--- src/rtl/clkdiv_pkg.sv ---
package clkdiv_pkg;

  localparam int SEL_W     = 3;
  localparam int RATIO_MAX = 12;
  localparam int RATIO_W   = $clog2(RATIO_MAX + 1);
  localparam int CNT_W     = $clog2(2 * RATIO_MAX + 1);
  localparam int IDX_W     = SEL_W + 1;
  localparam int IDX_MAX   = 2 ** SEL_W;
  localparam int REG_AW    = 2;

  localparam logic [REG_AW-1:0] ADDR_SRC  = 2'd0;
  localparam logic [REG_AW-1:0] ADDR_DIV  = 2'd1;
  localparam logic [REG_AW-1:0] ADDR_GATE = 2'd2;
  localparam logic [REG_AW-1:0] ADDR_IDX  = 2'd3;

  // bit 4: divide-by-three, bits 3:1: ratio code, bit 0: programmable enable
  typedef struct packed {
    logic             third;
    logic [SEL_W-1:0] code;
    logic             prog_on;
  } div_cfg_t;

  localparam int CFG_W = $bits(div_cfg_t);

  function automatic logic [RATIO_W-1:0] table_ratio(input logic [SEL_W-1:0] c);
    logic [RATIO_W-1:0] r;
    case (c)
      3'd1:    r = RATIO_W'(2);
      3'd2:    r = RATIO_W'(4);
      3'd3:    r = RATIO_W'(6);
      3'd4:    r = RATIO_W'(8);
      3'd5:    r = RATIO_W'(12);
      default: r = RATIO_W'(1);
    endcase
    return r;
  endfunction

  function automatic logic [RATIO_W-1:0] eff_ratio(input div_cfg_t c);
    logic [RATIO_W-1:0] r;
    if (c.third)         r = RATIO_W'(3);
    else if (!c.prog_on) r = RATIO_W'(1);
    else                 r = table_ratio(c.code);
    return r;
  endfunction

endpackage

--- src/rtl/clkdiv_regs.sv ---
module clkdiv_regs
  import clkdiv_pkg::*;
#(
  parameter int DW = 8
) (
  input  logic                clk,
  input  logic                rst,
  input  logic                wr_en,
  input  logic [REG_AW-1:0]   wr_addr,
  input  logic [DW-1:0]       wr_data,
  input  logic                rd_en,
  input  logic [REG_AW-1:0]   rd_addr,
  output logic [DW-1:0]       rd_data,
  output div_cfg_t            cfg,
  output logic                gate_req,
  output logic [IDX_W-1:0]    src_index
);

  logic             alt_on_q;
  logic [SEL_W-1:0] alt_code_q;
  div_cfg_t         cfg_q;
  logic             gate_q;
  logic [IDX_W-1:0] idx_q;
  logic [DW-1:0]    rd_q;
  logic [DW-1:0]    rd_nx;
  logic [DW-1:0]    idx_minus1;
  logic             idx_zero;
  logic             idx_legal;

  assign idx_minus1 = wr_data - DW'(1);
  assign idx_zero   = (wr_data == '0);
  assign idx_legal  = (wr_data <= DW'(IDX_MAX));

  always_ff @(posedge clk) begin
    if (rst) begin
      alt_on_q   <= 1'b0;
      alt_code_q <= '0;
      cfg_q      <= '0;
      gate_q     <= 1'b0;
    end else if (wr_en) begin
      case (wr_addr)
        ADDR_SRC: begin
          alt_on_q   <= wr_data[0];
          alt_code_q <= wr_data[SEL_W:1];
        end
        ADDR_DIV:  cfg_q  <= div_cfg_t'(wr_data[CFG_W-1:0]);
        ADDR_GATE: gate_q <= wr_data[0];
        default: begin
          if (idx_zero) begin
            alt_on_q <= 1'b0;
          end else if (idx_legal) begin
            alt_on_q   <= 1'b1;
            alt_code_q <= idx_minus1[SEL_W-1:0];
          end
        end
      endcase
    end
  end

  always_ff @(posedge clk) begin
    if (rst) idx_q <= '0;
    else     idx_q <= alt_on_q ? ({1'b0, alt_code_q} + IDX_W'(1)) : '0;
  end

  always_comb begin
    rd_nx = '0;
    case (rd_addr)
      ADDR_SRC: begin
        rd_nx[0]       = alt_on_q;
        rd_nx[SEL_W:1] = alt_code_q;
      end
      ADDR_DIV:  rd_nx[CFG_W-1:0] = cfg_q;
      ADDR_GATE: rd_nx[0]         = gate_q;
      default:   rd_nx[IDX_W-1:0] = idx_q;
    endcase
  end

  always_ff @(posedge clk) begin
    if (rst)        rd_q <= '0;
    else if (rd_en) rd_q <= rd_nx;
  end

  assign rd_data   = rd_q;
  assign cfg       = cfg_q;
  assign gate_req  = gate_q;
  assign src_index = idx_q;

endmodule

--- src/rtl/clkdiv_core.sv ---
module clkdiv_core
  import clkdiv_pkg::*;
(
  input  logic             clk,
  input  logic             rst,
  input  div_cfg_t         cfg,
  output logic             wave,
  output logic [CNT_W-1:0] period_live
);

  logic [RATIO_W-1:0] ratio;
  logic [CNT_W-1:0]   new_period;
  logic [CNT_W-1:0]   new_high;
  logic [CNT_W-1:0]   cnt_q;
  logic [CNT_W-1:0]   cnt_inc;
  logic [CNT_W-1:0]   per_q;
  logic [CNT_W-1:0]   high_q;
  logic               wave_q;
  logic               wrap;

  // one source period is two reference cycles
  assign ratio      = eff_ratio(cfg);
  assign new_period = CNT_W'(ratio) << 1;
  assign new_high   = (ratio == RATIO_W'(3)) ? CNT_W'(2) : CNT_W'(ratio);
  assign cnt_inc    = cnt_q + CNT_W'(1);
  assign wrap       = (cnt_inc == per_q);

  always_ff @(posedge clk) begin
    if (rst) begin
      cnt_q  <= CNT_W'(1);
      per_q  <= CNT_W'(2);
      high_q <= CNT_W'(1);
      wave_q <= 1'b0;
    end else if (wrap) begin
      cnt_q  <= '0;
      per_q  <= new_period;
      high_q <= new_high;
      wave_q <= 1'b1;
    end else begin
      cnt_q  <= cnt_inc;
      wave_q <= (cnt_inc < high_q);
    end
  end

  assign wave        = wave_q;
  assign period_live = per_q;

endmodule

--- src/rtl/clkdiv_gate.sv ---
module clkdiv_gate (
  input  logic clk,
  input  logic rst,
  input  logic gate_req,
  input  logic wave,
  output logic gate_live,
  output logic clk_out
);

  logic live_q;
  logic out_q;

  always_ff @(posedge clk) begin
    if (rst) begin
      live_q <= 1'b0;
      out_q  <= 1'b0;
    end else begin
      if (!wave) live_q <= gate_req;
      out_q <= wave & live_q;
    end
  end

  assign gate_live = live_q;
  assign clk_out   = out_q;

endmodule

--- src/rtl/clkdiv_cell.sv ---
module clkdiv_cell
  import clkdiv_pkg::*;
#(
  parameter int DW = 8
) (
  input  logic                     clk,
  input  logic                     rst,
  input  logic                     wr_en,
  input  logic [1:0]               wr_addr,
  input  logic [DW-1:0]            wr_data,
  input  logic                     rd_en,
  input  logic [1:0]               rd_addr,
  output logic [DW-1:0]            rd_data,
  output logic [3:0]               src_index,
  output logic                     clk_out
);

  div_cfg_t         cfg_w;
  logic             gate_req_w;
  logic             div_wave;
  logic             gate_live;
  logic [CNT_W-1:0] period_live;

  clkdiv_regs #(.DW(DW)) u_regs (
    .clk       (clk),
    .rst       (rst),
    .wr_en     (wr_en),
    .wr_addr   (wr_addr),
    .wr_data   (wr_data),
    .rd_en     (rd_en),
    .rd_addr   (rd_addr),
    .rd_data   (rd_data),
    .cfg       (cfg_w),
    .gate_req  (gate_req_w),
    .src_index (src_index)
  );

  clkdiv_core u_core (
    .clk         (clk),
    .rst         (rst),
    .cfg         (cfg_w),
    .wave        (div_wave),
    .period_live (period_live)
  );

  clkdiv_gate u_gate (
    .clk       (clk),
    .rst       (rst),
    .gate_req  (gate_req_w),
    .wave      (div_wave),
    .gate_live (gate_live),
    .clk_out   (clk_out)
  );

endmodule

--- config.mk ---
export PLATFORM = sky130hd
export DESIGN_NAME = clkdiv_cell
export DESIGN_NICKNAME = d
export VERILOG_FILES = /design/src/rtl/clkdiv_pkg.sv /design/src/rtl/clkdiv_regs.sv /design/src/rtl/clkdiv_core.sv /design/src/rtl/clkdiv_gate.sv /design/src/rtl/clkdiv_cell.sv
export SDC_FILE = /design/constraint.sdc
export NUM_CORES = 1
export LEC_CHECK = 0
export ABC_AREA = 0
export BUFFER_PORTS_ARGS = -buffer_cell sky130_fd_sc_hd__buf_2
export CAP_MARGIN = 20
export CORE_ASPECT_RATIO = 0.5
export CORE_MARGIN = 2
export CORE_UTILIZATION = 49
export CTS_BUF_LIST = sky130_fd_sc_hd__clkbuf_16
export DETAILED_ROUTE_END_ITERATION = 10
export GPL_ROUTABILITY_DRIVEN = 0
export PLACE_DENSITY = 0.74
export SYNTH_ARGS = -nofsm -noshare
export SYNTH_HDL_FRONTEND = slang
export SYNTH_SLANG_ARGS = --single-unit
--- constraint.sdc ---
create_clock -name clk -period 1.44 [get_ports clk]
set_input_delay 0.216 -clock clk [delete_from_list [all_inputs] [get_ports clk]]
set_output_delay 0.216 -clock clk [all_outputs]
set_load 0.05 [all_outputs]
Yosys cells after proc, flatten, opt, wreduce, memory -nomap -nowiden
Cells that the tools add are included.
- flip-flop bits (word level): 36
- add/sub/neg operators: 3
- magnitude comparators: 2
- equal/unequal tests: 12
- muxes and demuxes: 15
- bitwise logic cells: 3
- reductions and logical operators: 12
- operators by type and width (kind ; number):
    $pmux 4 s5 ; 1
    $mux 4 ; 3
    $pmux 3 s3 ; 1
    $le 8x4->1 const B ; 1
    $logic_not 8->1 ; 1
    $eq 3x2->1 const B ; 2
    $eq 3x3->1 const B ; 2
    $mux 3 ; 2
    $pmux 3 s2 ; 1
    $reduce_or 2->1 ; 3
    $add 5x1->5 const B ; 1
    $eq 5x5->1 ; 1
    $lt 5x5->1 ; 1
    $mux 1 ; 5
    $add 3x1->4 const B ; 1
    $eq 2x1->1 const B ; 2
    $eq 2x2->1 const B ; 2
    $eq 4x2->1 const B ; 1
    $logic_not 2->1 ; 2
    $reduce_and 2->1 ; 2
    $reduce_and 4->1 ; 1
    $eq 3x1->1 const B ; 1
    $pmux 1 s3 ; 1
    $reduce_and 3->1 ; 1
    other kinds (7) ; 8

Longest topological paths before layout
Gate-level depths: netlist of run 1.
- depth after elaboration: 6
- gate-level depth with buffers: 7

By module
A second synthesis of run 1 with hierarchy kept.
- cell total of the unflattened synthesis: 198
- area total of the unflattened synthesis: 1810.5 sq um
- modules (own cells, without submodules) (module ; times used ; cells an instance ; area each (sq um) ; sequential area each (sq um)):
    clkdiv_regs ; 1 ; 114 ; 1006.0 ; 380.4
    clkdiv_core ; 1 ; 78 ; 742.0 ; 260.2
    clkdiv_gate ; 1 ; 6 ; 62.6 ; 40.0

Worst setup path before layout of run 1
Ideal clock, no wire load.
- kind: register -> register
- from: register u_core.cnt_q[0]
- to: register u_core.high_q[1]
- setup time: 0.115 ns
- data arrival time: 1.486 ns
- data required time: 1.325 ns
- path slack: -0.161 ns
- stages on the path, launching flop included: 8
- clock period less this slack: 1.601 ns
- path through: dfxtp_1 > ha_1 > xor2_1 > xor2_1 > nor4_4 > buf_6 > a21oi_1 > o21a_1
- longest elaborated chain between the ends: 2
- RTL lines (element ; line ; RTL):
    start, declared ; clkdiv_core.sv:14 ; logic [CNT_W-1:0] cnt_q;
    start signal, assigned ; clkdiv_core.sv:40 ; cnt_q <= cnt_inc;
    $add 5x1->5 ; clkdiv_core.sv:25 ; assign cnt_inc = cnt_q + CNT_W'(1);
    named net u_core.cnt_inc[2] ; clkdiv_core.sv:15 ; logic [CNT_W-1:0] cnt_inc;
    $eq 5x5->1 ; clkdiv_core.sv:26 ; assign wrap = (cnt_inc == per_q);
    end signal, assigned ; clkdiv_core.sv:37 ; high_q <= new_high;
    end, declared ; clkdiv_core.sv:17 ; logic [CNT_W-1:0] high_q;
The timed path passes the listed nets, and every way through them passes these cells.
A chain may end at the register's enable or synchronous reset.

Worst setup path in the final report of run 1
- from: register u_core.cnt_q[0]
- to: register u_core.high_q[3]
The elaborated chain is that of the path after synthesis.

==> results of run 1 <==
[cell families after synthesis]
kind of cell,share of synthesized area [%]
XOR/XNOR,6.02
AO/OA/AOI/OAI,15.8
multiplexers,4.31
buffers and inverters,6.32
flip-flops,40.4
AND/OR/NAND/NOR,19.4
adder cells (fa/ha/maj),7.43
other,0.223
[registers in the layout, summed over array words and instances, names as in the netlist]
signal,cells
u_regs.rd_data,5
u_regs.alt_code_q,3
u_regs.cfg,5
u_regs.src_index,4
u_core.cnt_q,5
u_regs.gate_req,1
u_gate.gate_live,1
u_gate.clk_out,1
u_regs.alt_on_q,1
u_core.wave,1
u_core.period_live,3
u_core.high_q,4
[report_power, final]
| part | internal (mW) | leakage, nW | switching (mW) |
|---|---|---|---|
| Sequential | 1.02 | 0.278 | 0.0595 |
| Combinational | 0.445 | 0.613 | 0.455 |
| Clock | 0.623 | 0.0724 | 0.357 |
[layout make-up]
class | count | area (um^2)
Sequential cell | 34 | 687
Clock buffer | 5 | 125
Inverter | 10 | 37.5
Timing Repair Buffer | 49 | 309
Tap cell | 40 | 50.0
Fill cell | 237 | 911
Clock inverter | 3 | 12.5
Multi-Input combinational cell | 135 | 1000
[what timing repair did]
item,in CTS,in global routing
pin swaps,5,1
gates resized for setup,8,8
endpoints found under the setup margin,12,13
buffers inserted,3,0
cloned,0,0
[path summary, 6_finish.rpt]
path                                        start                 to  slack, ps  depth (start not counted)
worst max-delay path              u_core.cnt_q[0]   u_core.high_q[3]       -290                          7
worst min-delay path                          rst    u_core.cnt_q[0]        230                          2
worst max register to register    u_core.cnt_q[0]   u_core.high_q[3]       -290                          7
worst min register to register  u_regs.rd_data[4]  u_regs.rd_data[4]        460                          2
[metrics by stage]
step / power, mW / cell area [um^2] / std cells
detailed placement: 1.79 / 1990 / 265
global route: 3.12 / 2220 / 276
CTS: 2.89 / 2180 / 276
floorplan: 1.59 / 1720 / 192
finish: 2.96 / 2220 / 276
global placement: 1.77 / 1990 / 265
[cell usage in the layout (no fill, tap or decap), types with 2 or more instances in the layout]
cell type	n
a31oi_1	2
mux2i_1	5
nand2_1	12
ha_4	2
nor2_1	13
nor3_2	2
dfxtp_2	2
and2_1	4
o211ai_1	3
conb_1	3
clkbuf_16	5
o21ai_0	9
dfxtp_1	31
buf_4	23
inv_1	10
xnor2_1	4
a21o_1	2
o21a_1	3
ha_1	8
nand2b_1	5
nor3_1	2
nand3_1	13
a21oi_1	16
buf_2	25
xor2_1	3
[routing by layer]
metal  global-route usage (%)  vias to the layer above  part of all wire [%]
met1                     25.7                      699                    45
li1                         -                      743                     -
met3                     5.43                        6                   2.9
met5                        0                        -                     0
met4                     6.56                        0                   1.2
met2                     35.7                       18                    51
==> impl_metrics.tcl, run 1 <==
set metrics [dict create \
    status "finished with violations" \
    violations "negative setup slack" \
    peakVddDrop_v 0.000604 \
    grt_max_degree 25 \
    cts_buffers 5 \
    finalClockSkew_ps 4.99 \
    p_leak_nw 0.963 \
    synth.distinct_cells 41 \
    crit_chain "ha_4 -> xnor2_4 -> nand2_2 -> nor4_4 -> buf_4 -> nor2_4 -> a21o_1" \
    n_antenna_cell 0 \
    die_area_um2 3950 \
    final_layout_size_suffix_gt1_share_pct 32.6 \
    pre_cts_slack_ps -242 \
    fp.dieH_um 45.4 \
    synth_area_leaders "dfxtp_1, ha_1, a21oi_1" \
    critPathBufInv 1 \
    synth_top_area_cell "dfxtp_1" \
    grt_antenna_before_repair 0 \
    route.detailed.drc 0 \
    drt_iter0_markers 39 \
    synthArstFlopShare_pct 0 \
    start_util_pct 53.7 \
    ys_seq_elements 34 \
    setup-violations-final 12 \
    first_global_vias 1348 \
    maxSlewViolCount 0 \
    insertion_delay_ps 270 \
    rows 14 \
    overflow 0 \
    crit_type "reg2reg" \
    areaGrowthSynthToFinish_pct 32.2 \
    grt_pass1_wl_mm 6.10 \
    cp_slowest_cell "nor4_4" \
    netlist_top_cells_count "dfxtp_1, a21oi_1, nand3_1, nor2_1, nand2_1" \
    clock.fmax_mhz 579 \
    fin_crit_sh_pct 120 \
    firstDrtPassIters 5 \
    synth_cells 190 \
    root_buffer "clkbuf_16" \
    cts_hold_buf 0 \
    powerDensity_nw_per_um2 1330 \
    wire_per_inst_um 13.3 \
    cts_tree "done" \
    hold_class "in2reg" \
    required_ps 1610 \
    final_util_pct 70.9 \
    finalCriticalPeriod_ps 1730 \
    critPathTopFamily "simple AND/OR/NAND/NOR gates" \
    hold_viol 0 \
    boundaryPins 29 \
    io_buffers 25 \
    ys_seq_area_share_pct 40.4 \
    cp_slowest_stage_delay_ps 390 \
    drt-total-wl_mm 3.68 \
    fin_tns_setup_ps -3180 \
    worstSetupStartpointType "register" \
    cts_buffer_depth 2 \
    synth_edf_count 0 \
    crit_path_end_kind "register" \
    fin_nets 261 \
    clock_sinks 34 \
    yosysWarnings 0 \
    avgSynthCellArea_um2 8.86 \
    hpwl_mm 2.62 \
    max_cap_viol_count 0 \
    yosysMostFrequentCell "dfxtp_1" \
    critical_path.max_fanout 6 \
    viasPerCell 5.31 \
    antenna_left 0 \
    clk_pin_slew_ps 50 \
    core_area_um2 3140 \
    synth_top_flop_cell "dfxtp_1" \
    worst_slack_ps -288 \
    whs_ps 226 \
    cp_data_arrival_time_ps 1900 \
    dieWidth_um 86.9 \
    cts_max_level 2 \
    synth_top_area_share_pct 40.4 \
    track_usage_pct 20.6 \
    vias 1466 \
    syn_area_um2 1680 \
    rsz0062_at_grt "yes" \
]
No activity file was read; power rests on OpenSTA's default activity.
==> inputs of run 2 (changes only) <==
==> constraint.sdc (replaced) <==
create_clock -name clk -period 1.5 [get_ports clk]
set_input_delay 0.15 -clock clk [delete_from_list [all_inputs] [get_ports clk]]
set_output_delay 0.15 -clock clk [all_outputs]
set_load 0.05 [all_outputs]
==> run 2 against run 1 <==
Net effect:
- the run still ends with negative setup slack left
- wire length fell by 5.5%
- clock power fell by 4.0%
- first-iteration DRC count increased by 5.1%
==> impl_metrics.tcl, run 2 (same netlist as run 1, synthesis figures left out) <==
set metrics [dict create \
    status "finished with violations" \
    violations "negative setup slack" \
    wl_met1_mm 1.69 \
    cts_buffer_depth 2 \
    worst_slack_ps -193 \
    clock.fmax_mhz 591 \
    core_area_um2 3140 \
    firstDrtPassIters 4 \
    clock_sinks 34 \
    areaGrowthSynthToFinish_pct 29.6 \
    final_layout_size_suffix_gt1_share_pct 33.0 \
    clk_pin_slew_ps 50 \
    grt_antenna_before_repair 0 \
    route.detailed.drc 0 \
    viasPerCell 5.21 \
    boundaryPins 29 \
    n_antenna_cell 0 \
    grt_max_degree 27 \
    fin_nets 256 \
    crit_type "reg2reg" \
    cp_data_arrival_time_ps 1910 \
    rsz0062_at_grt "yes" \
    met2WireLength_mm 1.64 \
    placed_area_um2 1950 \
    grt_pass1_wl_mm 5.66 \
    worstSetupStartpointType "register" \
    crit_chain "ha_4 -> xnor2_2 -> nand2_1 -> nor4_4 -> buf_4 -> and4b_1 -> a21o_1" \
    total_power_mw 2.85 \
    cts_tree "done" \
    final_cell_area_um2 2180 \
    vias 1407 \
    powerDensity_nw_per_um2 1310 \
    fin_crit_sh_pct 113 \
    cts_hold_buf 0 \
    drt_iter0_markers 41 \
    wire_per_inst_um 12.9 \
    max_cap_viol_count 0 \
    crit_path_end_kind "register" \
    antenna_left 0 \
    p_leak_nw 0.944 \
    finalClockSkew_ps 5.00 \
    io_buffers 25 \
    rows 14 \
    hpwl_mm 2.50 \
    start_util_pct 53.7 \
    top_layer "met4" \
    die_area_um2 3950 \
    final_common_cell "dfxtp_1" \
    hold_class "in2reg" \
    cp_slowest_stage_delay_ps 350 \
    cts_buffers 5 \
    insertion_delay_ps 270 \
    root_buffer "clkbuf_16" \
    track_usage_pct 19.3 \
    setup-violations-final 12 \
    overflow 0 \
    finalCriticalPeriod_ps 1690 \
    dieWidth_um 86.9 \
    dr_wl_met3_um 93 \
    cp_slowest_cell "dfxtp_4" \
    maxSlewViolCount 0 \
    peakVddDrop_v 0.000614 \
    mostFrequentLayoutCells "dfxtp_1, buf_2, buf_4" \
    drt-total-wl_mm 3.48 \
    cts_max_level 2 \
    required_ps 1720 \
    pre_cts_slack_ps -183 \
    critical_path.max_fanout 5 \
    first_global_vias 1295 \
    hold_viol 0 \
    fp.dieH_um 45.4 \
]
run 2: final cells by class:
cell class / instances / area (um^2)
Sequential cell: 34 / 687
Multi-Input combinational cell: 135 / 1000
Timing Repair Buffer: 44 / 272
Clock inverter: 2 / 10.0
Clock buffer: 5 / 125
Tap cell: 40 / 50.0
Inverter: 10 / 37.5
Fill cell: 239 / 955
run 2: critical path, delay by kind of cell (launching register included):
family                   cells  cell delay (ps)
AND/OR/NAND/NOR              3              620
flip-flops                   1              350
adder cells (fa/ha/maj)      1              280
buffers and inverters        1              190
XOR/XNOR                     1              100
AO/OA/AOI/OAI                1              100
run 2: power by group:
group	internal (mW)	switching, mW	total [mW]
logic	0.445	0.422	0.866
clock network	0.597	0.344	0.941
registers	0.982	0.0568	1.04
total	2.02	0.822	2.85
run 2: worst paths after layout:
| kind | start | endpoint | cells past startpoint | slack (ps) |
|---|---|---|---|---|
| hold reg to reg | u_gate.gate_live | u_gate.clk_out | 2 | 450 |
| hold / removal | wr_data[4] | u_regs.cfg[4] | 3 | 150 |
| setup / recovery | u_core.cnt_q[0] | u_core.period_live[4] | 7 | -190 |
| setup reg to reg | u_core.cnt_q[0] | u_core.period_live[4] | 7 | -190 |
run 2: repair_timing:
| item | 4_1_cts | 5_1_grt |
|---|---|---|
| buffers inserted | 1 | 2 |
| resized for setup | 8 | 9 |
| setup endpoints to repair | 12 | 12 |
| endpoints found under the hold margin | 0 | 0 |
| pin swaps | 8 | 9 |
run 2: per-layer routing:
layer | GRT usage, % | vias up
met1 | 23.0 | 657
met4 | 8.44 | 0
met3 | 5.43 | 5
met2 | 33.6 | 15
met5 | 0 | -
li1 | - | 730
run 2: metrics by stage:
step	hold WS, ps	TNS (ps)	utilization, %	cells
after floorplan	297	-64.7	-	192
after detailed placement	431	-1900	62.2	260
final	152	-1650	69.6	270
after CTS	145	-1800	67.6	268
after global routing	182	-2190	69.6	270
after global placement	426	-1220	62.2	260
==> inputs of run 3 (changes only) <==
Settings changed: REMOVE_ABC_BUFFERS set to 1.
==> run 3 against run 2 <==
Net effect:
- sequential cell count stayed put
- utilization decreased by 0.72 points
- worst setup slack better by 53 ps
- via count rose by 2.9%
- sequential power about the same
- the flow still finishes with violations (negative setup slack)
- critical endpoint is now u_core.high_q[3]
- clock power up 0.7%
- non-clock buffer count shrank 1
- fmax up 3.2%
- combinational power is 8.2% lower
==> impl_metrics.tcl, run 3 (same netlist as run 1, synthesis figures left out) <==
set metrics [dict create \
    critical_path.max_fanout 4 \
    cts_tree "done" \
    setup-violations-final 12 \
    p_int_mw 1.98 \
    peakVddDrop_v 0.000638 \
    cp_data_arrival_time_ps 1860 \
    cts_buffers 5 \
    grt_pass1_wl_mm 5.75 \
    fin_crit_sh_pct 109 \
    maxSlewViolCount 0 \
    route.detailed.drc 0 \
    crit_type "reg2reg" \
    hold_class "in2reg" \
    clkPwrFrac_pct 34.1 \
    drt-total-wl_mm 3.48 \
    final_util_pct 68.8 \
    clock.fmax_mhz 610 \
    cp_slowest_stage_delay_ps 350 \
    areaGrowthSynthToFinish_pct 28.3 \
    vias 1448 \
    worst_slack_ps -140 \
    die_area_um2 3950 \
    drt_iter0_markers 75 \
    cts_max_level 2 \
    firstDrtPassIters 5 \
    cp.depth 6 \
    violations "negative setup slack" \
    final_layout_size_suffix_gt1_share_pct 30.0 \
    fin_nets 255 \
    crit_chain "and3_4 -> xnor3_1 -> nor4_4 -> buf_4 -> and4b_1 -> a21o_1" \
    rsz0062_at_grt "yes" \
    crit_path_end_kind "register" \
    critPathBufInv 1 \
    status "finished with violations" \
    track_usage_pct 19.6 \
    pre_cts_slack_ps -271 \
    power.switching_uw 805 \
    critPathTopFamily "simple AND/OR/NAND/NOR gates" \
    seqPwrFrac_pct 37.3 \
    root_buffer "clkbuf_16" \
    n_antenna_cell 0 \
    antenna_left 0 \
    fp.dieH_um 45.4 \
    placed_area_um2 1920 \
    total_power_mw 2.78 \
    reg2reg_depth 6 \
    required_ps 1720 \
    wire_per_inst_um 12.9 \
    viasPerCell 5.36 \
    worstSetupStartpointType "register" \
    overflow 0 \
    core_area_um2 3140 \
    hold_viol 0 \
    insertion_delay_ps 280 \
    finalClockSkew_ps 4.19 \
    mostFrequentLayoutCells "dfxtp_1, buf_2, a21oi_1" \
    io_buffers 25 \
    clock_sinks 34 \
    clk_pin_slew_ps 50 \
    boundaryPins 29 \
    p_leak_nw 0.935 \
    p_sw_share_pct 29.0 \
    finalCriticalPeriod_ps 1640 \
    cts_hold_buf 0 \
    grt_antenna_before_repair 0 \
    grt_max_degree 21 \
    start_util_pct 53.7 \
    rows 14 \
    max_cap_viol_count 0 \
    final_common_cell "dfxtp_1" \
    final_cell_area_um2 2160 \
    combPwrFrac_pct 28.6 \
    dieWidth_um 86.9 \
    min_path_cells 3 \
    first_global_vias 1330 \
    cp_slowest_cell "dfxtp_2" \
    cts_buffer_depth 2 \
    powerDensity_nw_per_um2 1290 \
    hpwl_mm 2.64 \
]
-- run 3: area by class of cell --
type / count / area, um^2
tap: 40 / 50.0
multi-input combinational: 135 / 982
clock buffer: 5 / 125
clock inverter: 3 / 12.5
inverter: 10 / 37.5
timing repair buffer: 43 / 268
sequential: 34 / 683
fill: 261 / 977
-- run 3: repair_timing --
item                                   CTS  global route
endpoints found under the hold margin    0             0
pin swaps                                9             1
setup endpoints to repair               12            12
buffers inserted                         2             0
resized for setup                       18             3
-- run 3: worst register-to-register path, stage by stage, from the launching register on --
cell and delay, ps:
dfxtp_2 350, and3_4 190, xnor3_1 250, nor4_4 310, buf_4 180, and4b_1 210, a21o_1 90
-- run 3: worst paths after layout --
check | from | endpoint | slack, ps
worst max-delay path | u_core.cnt_q[0] | u_core.high_q[3] | -140
worst min-delay path | wr_data[4] | u_regs.cfg[4] | 150
worst max register to register | u_core.cnt_q[0] | u_core.high_q[3] | -140
worst min register to register | u_gate.gate_live | u_gate.clk_out | 440
-- run 3: through the flow --
step / std cells / setup TNS, ps / hold WS, ps
4_1_cts: 270 / -1290 / 146
5_1_grt: 270 / -2460 / 159
6_report: 270 / -1150 / 149
2_1_floorplan: 179 / -2950 / 219
3_5_place_dp: 260 / -2340 / 435
3_3_place_gp: 260 / -1440 / 426
-- run 3: power groups by stage --
stage / registers (mW) / clock network [mW] / logic (mW)
2_1_floorplan: 1.05 / 0 / 0.368
3_3_place_gp: 1.04 / 0 / 0.591
3_5_place_dp: 1.04 / 0 / 0.614
4_1_cts: 1.04 / 0.962 / 0.785
5_1_grt: 1.05 / 1.01 / 0.869
6_report: 1.04 / 0.948 / 0.795
-- run 3: per-layer routing --
| metal | track usage [%] | wire length, um |
|---|---|---|
| met5 | 0 | 0 |
| met3 | 4.89 | 135 |
| met2 | 33.7 | 1680 |
| met1 | 23.8 | 1610 |
| met4 | 9.38 | 63 |
